===== config.mk =====
export PLATFORM = sky130hd
export DESIGN_NAME = smb_alert_slave
export DESIGN_NICKNAME = d
export VERILOG_FILES = /design/src/rtl/smb_pkg.sv /design/src/rtl/smb_line_filt.sv /design/src/rtl/smb_clk_tout.sv /design/src/rtl/smb_alert_ctl.sv /design/src/rtl/smb_alert_slave.sv
export SDC_FILE = /design/constraint.sdc
export NUM_CORES = 1
export LEC_CHECK = 0
export BUFFER_PORTS_ARGS = -buffer_cell sky130_fd_sc_hd__buf_2
export CAP_MARGIN = 20
export CORE_MARGIN = 3
export CORE_UTILIZATION = 25
export DETAILED_ROUTE_END_ITERATION = 16
export PLACE_DENSITY = 0.5
export SLEW_MARGIN = 20
export SYNTH_ARGS = -nofsm -noshare
export SYNTH_HDL_FRONTEND = slang
export SYNTH_SLANG_ARGS = --single-unit

===== constraint.sdc =====
create_clock -name clk -period 1.9 [get_ports clk]
set_input_delay 0.38 -clock clk [delete_from_list [all_inputs] [get_ports clk]]
set_output_delay 0.38 -clock clk [all_outputs]
set_load 0.02 [all_outputs]

===== src/rtl/smb_pkg.sv =====
package smb_pkg;
  typedef enum logic [2:0] {
    ST_IDLE, ST_ADDR, ST_ACK, ST_TX, ST_WAIT
  } smb_st_t;
  localparam logic [7:0] ARA_RD = 8'h19;
endpackage


===== src/rtl/smb_line_filt.sv =====
module smb_line_filt #(
  parameter int SYNC  = 2,
  parameter int NSAMP = 3
) (
  input  logic clk,
  input  logic rst,
  input  logic din,
  output logic dout
);
  logic [SYNC-1:0]  sync_q;
  logic [NSAMP-1:0] hist_q;

  always_ff @(posedge clk) begin
    if (rst) begin
      sync_q <= '1;
      hist_q <= '1;
      dout   <= 1'b1;
    end else begin
      sync_q <= {sync_q[SYNC-2:0], din};
      hist_q <= {hist_q[NSAMP-2:0], sync_q[SYNC-1]};
      if (&hist_q)
        dout <= 1'b1;
      else if (~|hist_q)
        dout <= 1'b0;
    end
  end
endmodule


===== src/rtl/smb_clk_tout.sv =====
module smb_clk_tout #(
  parameter int LIMIT = 1000,
  parameter int TW    = 10
) (
  input  logic          clk,
  input  logic          rst,
  input  logic          run,
  output logic [TW-1:0] cnt,
  output logic          hit
);
  assign hit = run && (cnt == TW'(LIMIT - 1));

  always_ff @(posedge clk) begin
    if (rst || !run || hit)
      cnt <= '0;
    else
      cnt <= cnt + 1'b1;
  end
endmodule


===== src/rtl/smb_alert_ctl.sv =====
module smb_alert_ctl (
  input  logic clk,
  input  logic rst,
  input  logic stat_any,
  input  logic mon_tick,
  input  logic en_wr,
  input  logic en_wdata,
  input  logic ara_clr,
  output logic int_en,
  output logic alert_oe
);
  logic en_nxt;

  always_comb begin
    if (en_wr)
      en_nxt = en_wdata;
    else if (ara_clr)
      en_nxt = 1'b0;
    else
      en_nxt = int_en;
  end

  always_ff @(posedge clk) begin
    if (rst) begin
      int_en   <= 1'b0;
      alert_oe <= 1'b0;
    end else begin
      int_en   <= en_nxt;
      alert_oe <= en_nxt && stat_any && (alert_oe || mon_tick);
    end
  end
endmodule


===== src/rtl/smb_alert_slave.sv =====
module smb_alert_slave
  import smb_pkg::*;
#(
  parameter logic [6:0] OWN_ADDR = 7'h2E,
  parameter int         NSTAT    = 4,
  parameter int         CLK_MHZ  = 125,
  parameter int         TOUT_US  = 30000
) (
  input  logic             clk,
  input  logic             rst,
  input  logic             scl_i,
  input  logic             sda_i,
  output logic             sda_oe,
  output logic             alert_oe,
  output logic             bus_rst,
  input  logic [NSTAT-1:0] stat_evt,
  input  logic             mon_tick,
  input  logic             en_wr,
  input  logic             en_wdata
);
  localparam int TOUT_CYC = CLK_MHZ * TOUT_US;
  localparam int TW       = $clog2(TOUT_CYC + 1);
  localparam logic [7:0] RESP = {OWN_ADDR, 1'b0};

  logic [1:0] raw_w, filt_w;
  logic       scl_f, sda_f, scl_p, sda_p;
  logic       scl_rise, scl_fall, start_c, stop_c;
  logic       stat_any, int_en, ara_clr, alert_ok;
  logic       tout_run, tout_hit;
  logic [TW-1:0] tout_cnt;
  smb_st_t    st;
  logic [2:0] bitcnt;
  logic [7:0] sreg, txsh, abyte;
  logic       smp, got_rise, ara_act;

  assign raw_w = {sda_i, scl_i};

  generate
    for (genvar g = 0; g < 2; g++) begin : g_line
      smb_line_filt #(.SYNC(2), .NSAMP(3)) u_filt (
        .clk(clk), .rst(rst), .din(raw_w[g]), .dout(filt_w[g])
      );
    end
  endgenerate

  assign scl_f = filt_w[0];
  assign sda_f = filt_w[1];

  always_ff @(posedge clk) begin
    if (rst) begin
      scl_p <= 1'b1;
      sda_p <= 1'b1;
    end else begin
      scl_p <= scl_f;
      sda_p <= sda_f;
    end
  end

  assign scl_rise = scl_f && !scl_p;
  assign scl_fall = !scl_f && scl_p;
  assign start_c  = scl_f && scl_p && sda_p && !sda_f;
  assign stop_c   = scl_f && scl_p && !sda_p && sda_f;

  assign stat_any = |stat_evt;
  assign alert_ok = int_en && stat_any;
  assign tout_run = (st != ST_IDLE) && !scl_f;
  assign abyte    = {sreg[6:0], smp};

  smb_clk_tout #(.LIMIT(TOUT_CYC), .TW(TW)) u_tout (
    .clk(clk), .rst(rst), .run(tout_run), .cnt(tout_cnt), .hit(tout_hit)
  );

  smb_alert_ctl u_alert (
    .clk(clk), .rst(rst), .stat_any(stat_any), .mon_tick(mon_tick),
    .en_wr(en_wr), .en_wdata(en_wdata), .ara_clr(ara_clr),
    .int_en(int_en), .alert_oe(alert_oe)
  );

  always_ff @(posedge clk) begin
    if (rst) begin
      st       <= ST_IDLE;
      bitcnt   <= '0;
      sreg     <= '0;
      txsh     <= '0;
      smp      <= 1'b0;
      got_rise <= 1'b0;
      sda_oe   <= 1'b0;
      bus_rst  <= 1'b0;
      ara_act  <= 1'b0;
      ara_clr  <= 1'b0;
    end else begin
      bus_rst <= 1'b0;
      ara_clr <= 1'b0;
      if (tout_hit) begin
        st      <= ST_IDLE;
        sda_oe  <= 1'b0;
        bus_rst <= 1'b1;
      end else if (start_c) begin
        st       <= ST_ADDR;
        bitcnt   <= '0;
        got_rise <= 1'b0;
        sda_oe   <= 1'b0;
        ara_act  <= 1'b0;
      end else if (stop_c) begin
        if (st == ST_ADDR && bitcnt == 3'd0)
          bus_rst <= 1'b1;
        st     <= ST_IDLE;
        sda_oe <= 1'b0;
      end else begin
        if (scl_rise) begin
          smp      <= sda_f;
          got_rise <= 1'b1;
        end
        if (scl_fall && got_rise) begin
          got_rise <= 1'b0;
          case (st)
            ST_ADDR: begin
              sreg <= abyte;
              if (bitcnt == 3'd7) begin
                bitcnt <= '0;
                if (abyte[7:1] == OWN_ADDR || (abyte == ARA_RD && alert_ok)) begin
                  st      <= ST_ACK;
                  sda_oe  <= 1'b1;
                  ara_act <= (abyte == ARA_RD);
                end else begin
                  st     <= ST_WAIT;
                  sda_oe <= 1'b0;
                end
              end else begin
                bitcnt <= bitcnt + 3'd1;
              end
            end
            ST_ACK: begin
              if (ara_act) begin
                st      <= ST_TX;
                sda_oe  <= !RESP[7];
                txsh    <= {RESP[6:0], 1'b0};
                bitcnt  <= '0;
                ara_clr <= 1'b1;
              end else begin
                st     <= ST_WAIT;
                sda_oe <= 1'b0;
              end
            end
            ST_TX: begin
              if (bitcnt == 3'd7) begin
                st     <= ST_WAIT;
                sda_oe <= 1'b0;
              end else begin
                sda_oe <= !txsh[7];
                txsh   <= {txsh[6:0], 1'b0};
                bitcnt <= bitcnt + 3'd1;
              end
            end
            default: ;
          endcase
        end
      end
    end
  end
endmodule


==> summary.txt, run 1 <==
STATUS
---------------------------------------------------------------------------------
Run status                                                           complete, no violations

CRITICAL PATH
---------------------------------------------------------------------------------
Worst path slowest cell                                              sky130_fd_sc_hd__or4_4
Kind of cell adding the most delay to the critical path              simple AND/OR/NAND/NOR gates
Critical Setup Path Class                                            flip-flop to flip-flop
Setup slack of the most critical reg-to-reg path                            90 ps
Arr. time, crit path                                                      2090 ps
Setup crit end kind                                                     flip-flop
Data required time at the worst endpoint                                  2180 ps
CP startpoint kind                                                      flip-flop
Critical path cell sequence                                          ha_2, and3_4, and4_4, and2_4, or4_4, buf_12, nor2_2
Total stage count of the critical path                                          7
Largest fanout of any net on the critical path                                 15
Worst reg-to-reg path cell count                                                7
Buf+Inv Stages, Crit Path                                                       1
Critical Path Max Stage Delay                                              450 ps

SYNTH
---------------------------------------------------------------------------------
Share of Yosys cell area claimed by the top area cell type                  45.0%
Post-Synthesis Cells                                                          289
Synthesized area                                                         2760 µm²
Syn_nets                                                                      304
Number of unique standard cell types used by synthesis                         53
Post-synthesis sequential area ratio                                        45.0%
Biggest area contributors in the synthesized netlist                 sky130_fd_sc_hd__dfxtp_1, sky130_fd_sc_hd__xor2_1, sky130_fd_sc_hd__mux2i_1
Number of flops mapped to enable cells by yosys                                 0
Top_reg_cell synth                                                   sky130_fd_sc_hd__dfxtp_1
Ys async rst share                                                             0%
Total of flip-flops plus latches after synthesis                               62
Warning count from the yosys run                                                0
Largest area contributor in the synthesized netlist                  sky130_fd_sc_hd__dfxtp_1
Mean post-synth cell area                                                9.55 µm²

TIMING
---------------------------------------------------------------------------------
Final Worst Setup Slack                                                   88.4 ps
Shortest period the worst path allows                                     1810 ps
Final hold violation count                                                      0
Slew @ Worst Pin                                                           566 ps
Highest clock frequency the design can meet                               552 MHz
Final period util                                                           95.3%
Final Setup Violations                                                          0
Worst Skew                                                                12.1 ps
Number of pins exceeding their max-slew limit in the final report               0
Worst-case headroom to the max-slew limit                                   62.3%

JOB
---------------------------------------------------------------------------------
Max-capacitance violation count                                                 0

DETAILED ROUTING
---------------------------------------------------------------------------------
Number of detailed-route iterations in the first pass                           4
Initial drt markers                                                            56
Routed vias                                                                  2073
Antenna-violating nets left                                                     0
Final WL                                                                  5400 µm
Via density per instance                                                     4.50
Remaining DRCs                                                                  0
Wire per inst                                                             11.7 µm

DIE
---------------------------------------------------------------------------------
Die Span Y                                                                 111 µm
Chip Width                                                                 111 µm
Row Count                                                                      37
Die Outline Area                                                        12300 µm²
Placeable core region                                                   10500 µm²
Number of I/O pins                                                             14
Starting Density                                                            26.3%

GRT
---------------------------------------------------------------------------------
Overall track demand over capacity in global routing                        9.04%
Overflow left after global routing                                              0
Largest net degree at the start of global routing                              22
Wire length of the first global-routing pass                              9000 µm
Antenna violations before repair                                                0
Vias in the first global route                                               1959

POWER
---------------------------------------------------------------------------------
Comb pwr share                                                               1.7%
Pint                                                                      1.98 mW
Total power density per cell area                                      773 nW/µm²
Maximum VDD drop                                                           468 µV
Switch share                                                                22.7%
Power dissipated by switching net loads                                  0.579 mW
Power Total                                                               2.55 mW
Clock group share of total power                                            47.0%
Sequential group share of total power                                       51.3%
Pleak                                                                     1.10 nW

CLOCK NETWORK
---------------------------------------------------------------------------------
Clk root buf                                                         sky130_fd_sc_hd__clkbuf_8
Clk buf depth                                                                   2
TritonCTS clock tree                                                          yes
TritonCTS buffer count                                                          9
Register clock-pin slew on the reported worst setup and hold paths          80 ps
Clock insertion delay at the later pin of the skew report                  340 ps
Clock sink count                                                               62
Number of H-tree levels                                                         3

PLACEMENT
---------------------------------------------------------------------------------
Worst slack at placement                                                 -2.75 ps
Routability congestion estimate from global placement                       0.794
Total of buffers placed on input and output ports                              13
HPWL after detailed placement                                             3890 µm

LAYOUT
---------------------------------------------------------------------------------
Post-layout nets                                                              335
Share of layout cells above drive strength 1                                28.6%
Multi-input combinational cell area                                      1450 µm²
Register cell area after layout                                          1240 µm²
Number of inserted diodes                                                       0
Growth of design area from synthesis to finish                              19.9%
Layout fillers                                                               1081

HOLD PATH
---------------------------------------------------------------------------------
Number of cells traversed by the worst hold path                                2
Class of the most critical hold timing path                          input port to flip-flop

flip-flops by register name, indices dropped and copies added (netlist names):
register / flops
txsh: 5
g_line.u_filt.hist_q: 6
u_alert.int_en: 1
smp: 1
u_alert.alert_oe: 1
bitcnt: 3
sreg: 7
st: 3
g_line.u_filt.sync_q: 4
scl_p: 1
g_line.u_filt.dout: 2
bus_rst: 1
sda_p: 1
got_rise: 1
sda_oe: 1
ara_act: 1
u_tout.cnt: 22
ara_clr: 1
final timing paths:
check / start / endpoint
worst min register to register: g_line[1].u_filt.sync_q[0] / g_line[1].u_filt.sync_q[1]
worst min-delay path: scl_i / g_line[0].u_filt.sync_q[0]
worst max-delay path: u_tout.cnt[1] / u_tout.cnt[10]
worst max register to register: u_tout.cnt[1] / u_tout.cnt[10]
timing repair:
action,CTS,global route
hold buffers,0,0
setup buffers,0,1
resized for setup,0,5
endpoints found under the setup margin,0,9
layout make-up:
| type | instances | share of cell area, % |
|---|---|---|
| flip-flops and latches | 62 | 37.6 |
| inverters | 11 | 1.25 |
| clock inverters | 6 | 2.12 |
| repair buffers | 29 | 5.98 |
| clock buffers | 10 | 4.16 |
| well taps | 136 | 5.15 |
| multi-input cells | 207 | 43.8 |
metal layers:
layer	routed length [µm]	GRT usage (%)	share of wire, %	up-vias
met5	0	0	0	-
met4	119	5.11	2.2	0
met3	162	2.95	3.0	8
met2	2380	13.5	44	19
met1	2740	11.5	51	980
li1	-	-	-	1066
cells in the final DEF, fill, tap and decap left out, types with 10 or more instances in the layout:
cell type	instances
sky130_fd_sc_hd__buf_2	13
sky130_fd_sc_hd__buf_4	15
sky130_fd_sc_hd__clkbuf_8	10
sky130_fd_sc_hd__dfxtp_1	61
sky130_fd_sc_hd__inv_1	11
sky130_fd_sc_hd__mux2i_1	11
sky130_fd_sc_hd__nand2_1	19
sky130_fd_sc_hd__nor2_1	25
sky130_fd_sc_hd__nor2_2	12
sky130_fd_sc_hd__or2_2	13
sky130_fd_sc_hd__xor2_1	14
cells in the mapped netlist, drive strengths merged (2+ instances only):
| master | n |
|---|---|
| and3 | 3 |
| inv | 11 |
| and4 | 3 |
| dfxtp | 62 |
| and4bb | 2 |
| buf | 4 |
| nand2b | 6 |
| nand3b | 5 |
| and2 | 3 |
| o21ai | 4 |
| or4 | 2 |
| nand4 | 9 |
| clkbuf | 5 |
| nor3 | 5 |
| nand2 | 19 |
| a21oi | 10 |
| nor4b | 3 |
| a211oi | 3 |
| a31oi | 3 |
| o21bai | 2 |
| xnor2 | 5 |
| nor3b | 4 |
| xor2 | 15 |
| ha | 4 |
| nand4b | 2 |
| or2 | 13 |
| a221oi | 2 |
| or3 | 2 |
| nor2 | 45 |
| mux2i | 11 |
| o21a | 2 |
| nand3 | 6 |
| nor4 | 4 |
power by group through the flow:
stage	clock (mW)	combinational, mW	sequential [mW]
2_1_floorplan	0	0.0230	1.34
3_3_place_gp	0	0.0442	1.34
3_5_place_dp	0	0.0445	1.34
4_1_cts	1.25	0.0446	1.31
5_1_grt	1.31	0.0497	1.31
6_report	1.20	0.0435	1.31
kinds of logic after synthesis:
| kind of cell | count (synthesis) | share of synthesized area, % |
|---|---|---|
| compound gates | 34 | 8.35 |
| xor+xnor | 20 | 6.35 |
| fa+ha+maj | 4 | 1.81 |
| buf+inv | 20 | 3.72 |
| flops | 62 | 45.0 |
| mux | 11 | 3.99 |
| simple gates | 138 | 30.8 |
through the flow:
| step | hold WS, ps | std cells | cell area (µm²) | util [%] | setup TNS (ps) |
|---|---|---|---|---|---|
| finish | 210 | 461 | 3310 | 31.5 | 0 |
| global route | 190 | 461 | 3310 | 31.5 | -57.7 |
| CTS | 182 | 460 | 3270 | 31.1 | 0 |
| detailed placement | 396 | 444 | 3070 | 29.2 | -2.75 |
| global placement | 394 | 444 | 3070 | 29.2 | 0 |
| floorplan | 389 | 289 | 2770 | - | 0 |
No activity file was read; power rests on OpenSTA's default activity.
==> run 2: changes to the inputs <==
--- a/config.mk
+++ b/config.mk
@@ -7,7 +7,6 @@
 export LEC_CHECK = 0
 export BUFFER_PORTS_ARGS = -buffer_cell sky130_fd_sc_hd__buf_2
 export CAP_MARGIN = 20
-export CORE_MARGIN = 3
 export CORE_UTILIZATION = 25
 export DETAILED_ROUTE_END_ITERATION = 16
 export PLACE_DENSITY = 0.5
==> constraint.sdc (replaced) <==
create_clock -name clk -period 1.6 [get_ports clk]
set_input_delay 0.32 -clock clk [delete_from_list [all_inputs] [get_ports clk]]
set_output_delay 0.32 -clock clk [all_outputs]
set_load 0.02 [all_outputs]
==> run 2 against run 1 <==
  * The flow now finishes with violations (negative setup slack)
  * Critical endpoint is now u_tout.cnt[17]
  * Worst setup slack got worse by 230 ps
  * Maximum frequency increased by 4.3%
  * Combinational power increased by 24%
  * Sequential power increased by 18%
  * Utilization increased by 4.3 points
  * Sequential share of layout area decreased by 4.1 points
==> summary.txt, run 2 (synthesis results as in run 1) <==
CLOCK NETWORK
----------------------------------------------------------------------------------
Clock sink count                                                                62   unchanged
Register clock-pin slew on the reported worst setup and hold paths           70 ps   about the same
Clock insertion delay at the later pin of the skew report                   330 ps   about the same
TritonCTS buffer count                                                           9   unchanged
Clk buf depth                                                                    2   unchanged
Clk root buf                                                          sky130_fd_sc_hd__clkbuf_8
CTS Hold Bufs                                                                    0   unchanged
Number of H-tree levels                                                          3   unchanged
TritonCTS clock tree                                                           yes

TIMING
----------------------------------------------------------------------------------
Unrepaired setup endpoints after global routing                                yes
Worst Skew                                                                 8.25 ps   -3.82 ps
Hold_ws                                                                     175 ps   -35.0 ps
Slew @ Worst Pin                                                            369 ps   -197 ps
Highest clock frequency the design can meet                                576 MHz   +4.3%
Final hold violation count                                                       0   unchanged
Final period util                                                             109%   +13 points
Number of pins exceeding their max-slew limit in the final report                0   unchanged
Final Setup Violations                                                          31   +31
Shortest period the worst path allows                                      1740 ps   -74.9 ps
Worst-case headroom to the max-slew limit                                    75.3%   +13 points
Final Worst Setup Slack                                                    -137 ps   -225 ps

DETAILED ROUTING
----------------------------------------------------------------------------------
Final WL                                                                   5640 µm   +4.5%
Remaining DRCs                                                                   0   unchanged
Initial drt markers                                                             72   +29%
Antenna-violating nets left                                                      0   unchanged
Wire per inst                                                              11.4 µm   -2.4%
Routed vias                                                                   2176   +5.0%
Via density per instance                                                      4.40   -2.0%
Number of detailed-route iterations in the first pass                            4   unchanged

CRITICAL PATH
----------------------------------------------------------------------------------
Setup slack of the most critical reg-to-reg path                           -140 ps   -230 ps
Worst flop-to-flop path endpoint                                      u_tout.cnt[17]
Critical Path Max Stage Delay                                               470 ps   +20 ps
Worst reg-to-reg path cell count                                                 7   unchanged
CP startpoint kind                                                       flip-flop
Setup crit end kind                                                      flip-flop
Arr. time, crit path                                                       2010 ps   -80 ps
Largest fanout of any net on the critical path                                  10   -5
Launch point of the worst reg-to-reg path                             u_tout.cnt[0]
Critical Setup Path Class                                             flip-flop to flip-flop
Data required time at the worst endpoint                                   1870 ps   -310 ps
Critical path cell sequence                                           ha_4, and3_4, and4_4, and2_4, or4_4, buf_12, nor2_4
Worst path slowest cell                                               sky130_fd_sc_hd__or4_4

LAYOUT
----------------------------------------------------------------------------------
Layout fillers                                                                1070   -1.0%
Share of layout cells above drive strength 1                                 40.8%   +12 points
Registers with the highest flip-flop counts                           u_tout.cnt: 22 flops, sreg: 7 flops, g_line.u_filt.hist_q: 6 flops
Flip-flop count of the largest register, all copies and words added             22   unchanged
Most frequent cells in the layout                                     sky130_fd_sc_hd__dfxtp_1, sky130_fd_sc_hd__buf_4, sky130_fd_sc_hd__nor2_1
Growth of design area from synthesis to finish                               36.2%
Leading cell type in the layout, fill and taps excluded               sky130_fd_sc_hd__dfxtp_1
Register cell area after layout                                           1260 µm²   +1.1%
Multi-input combinational cell area                                       1600 µm²   +11%
Register with the most flip-flops                                       u_tout.cnt
Final instance count without filler cells                                      494   +7.2%
Post-layout nets                                                               369   +10%
Number of inserted diodes                                                        0   unchanged

JOB
----------------------------------------------------------------------------------
Max-capacitance violation count                                                  0   unchanged

GRT
----------------------------------------------------------------------------------
Overall track demand over capacity in global routing                         10.9%   +1.8 points
Overflow left after global routing                                               0   unchanged
Largest net degree at the start of global routing                               17   -23%
Wire length of the first global-routing pass                               9780 µm   +8.6%
Vias in the first global route                                                2172   +11%
Antenna violations before repair                                                 0   unchanged

PLACEMENT
----------------------------------------------------------------------------------
HPWL after detailed placement                                              4050 µm   +4.1%
Routability congestion estimate from global placement                        0.817   +2.9%
Total of buffers placed on input and output ports                               13   unchanged
Worst slack at placement                                                   -212 ps   -209 ps
Cells after DPL                                                                477   +7.4%

HOLD PATH
----------------------------------------------------------------------------------
Worst min-delay path startpoint                                              scl_i
Worst Hold Endpoint                                                   g_line[0].u_filt.sync_q[0]
Number of cells traversed by the worst hold path                                 2   unchanged
Class of the most critical hold timing path                           input port to flip-flop

POWER
----------------------------------------------------------------------------------
Maximum VDD drop                                                            680 µV   +45%
Pleak                                                                      1.32 nW   +19%
Total power density per cell area                                       782 nW/µm²   +1.3%

DIE
----------------------------------------------------------------------------------
Number of I/O pins                                                              14   unchanged
Die Outline Area                                                         11500 µm²   -7.1%
Die Span Y                                                                  107 µm   -3.6%
Placeable core region                                                    10500 µm²   unchanged
Starting Density                                                             26.3%   unchanged
Chip Width                                                                  107 µm   -3.6%
Row Count                                                                       37   unchanged

STATUS
----------------------------------------------------------------------------------
Run status                                                            complete, but fails checks
Failing checks                                                        negative setup slack

==> run 2: cell types whose count changed in the layout (fill, tap and decap cells not counted), sizes merged <==
cell and delta:
buf +34, clkbuf +1, clkinv +1, clkinvlp -2
inv -1
==> run 2: worst max path at each step <==
| stage | from | to | slack (ps) | cells past startpoint |
|---|---|---|---|---|
| floorplan | u_tout.cnt[0] | u_tout.cnt[14] | -250 | 8 |
| global placement | u_tout.cnt[1] | sreg[3] | -190 | 7 |
| detailed placement | u_tout.cnt[1] | sreg[6] | -210 | 7 |
| CTS | u_tout.cnt[1] | u_tout.cnt[12] | -150 | 7 |
| global route | u_tout.cnt[1] | u_tout.cnt[12] | -180 | 7 |
| finish | u_tout.cnt[0] | u_tout.cnt[17] | -140 | 7 |
==> run 2: cell type report <==
class / instances / share of cell area, %
Clock inverter: 4 / 1.27
Sequential cell: 62 / 33.4
Multi-Input combinational cell: 207 / 42.6
Tap cell: 136 / 4.53
Clock buffer: 11 / 3.76
Timing Repair Buffer: 63 / 13.3
Inverter: 11 / 1.10
==> run 2: repair_timing <==
item | 4_1_cts | 5_1_grt
setup buffers | 3 | 2
gates resized for setup | 24 | 25
endpoints found under the setup margin | 43 | 43
pin swaps | 14 | 7
==> run 2: through the flow <==
stage / total power [mW] / area [µm²] / TNS, ps / util, %
3_5_place_dp: 1.64 / 3350 / -6250 / 31.9
3_3_place_gp: 1.64 / 3350 / -5730 / 31.9
5_1_grt: 3.08 / 3760 / -5140 / 35.8
2_1_floorplan: 1.62 / 2780 / -5630 / -
6_report: 2.94 / 3760 / -3000 / 35.8
4_1_cts: 2.99 / 3650 / -3070 / 34.8
==> run 2: power by group <==
group	internal (mW)	switching [mW]
Sequential	1.55	0.00336
Combinational	0.0272	0.0269
Clock	0.748	0.583
Total	2.33	0.613
==> run 2: critical path, delay by kind of cell (launching register included) <==
kind	cells	cell delay (ps)
buf+inv	1	190
fa+ha+maj	1	150
flops	1	330
simple gates	5	1010
==> run 2: per-layer routing <==
metal	wire (µm)	part of all wire (%)	global-route usage, %	vias to the layer above
met5	0	0	0	-
met4	21	0.37	3.42	0
met3	130	2.3	3.47	2
met2	2650	47	17.3	19
met1	2840	50	13.9	1023
li1	-	-	-	1132
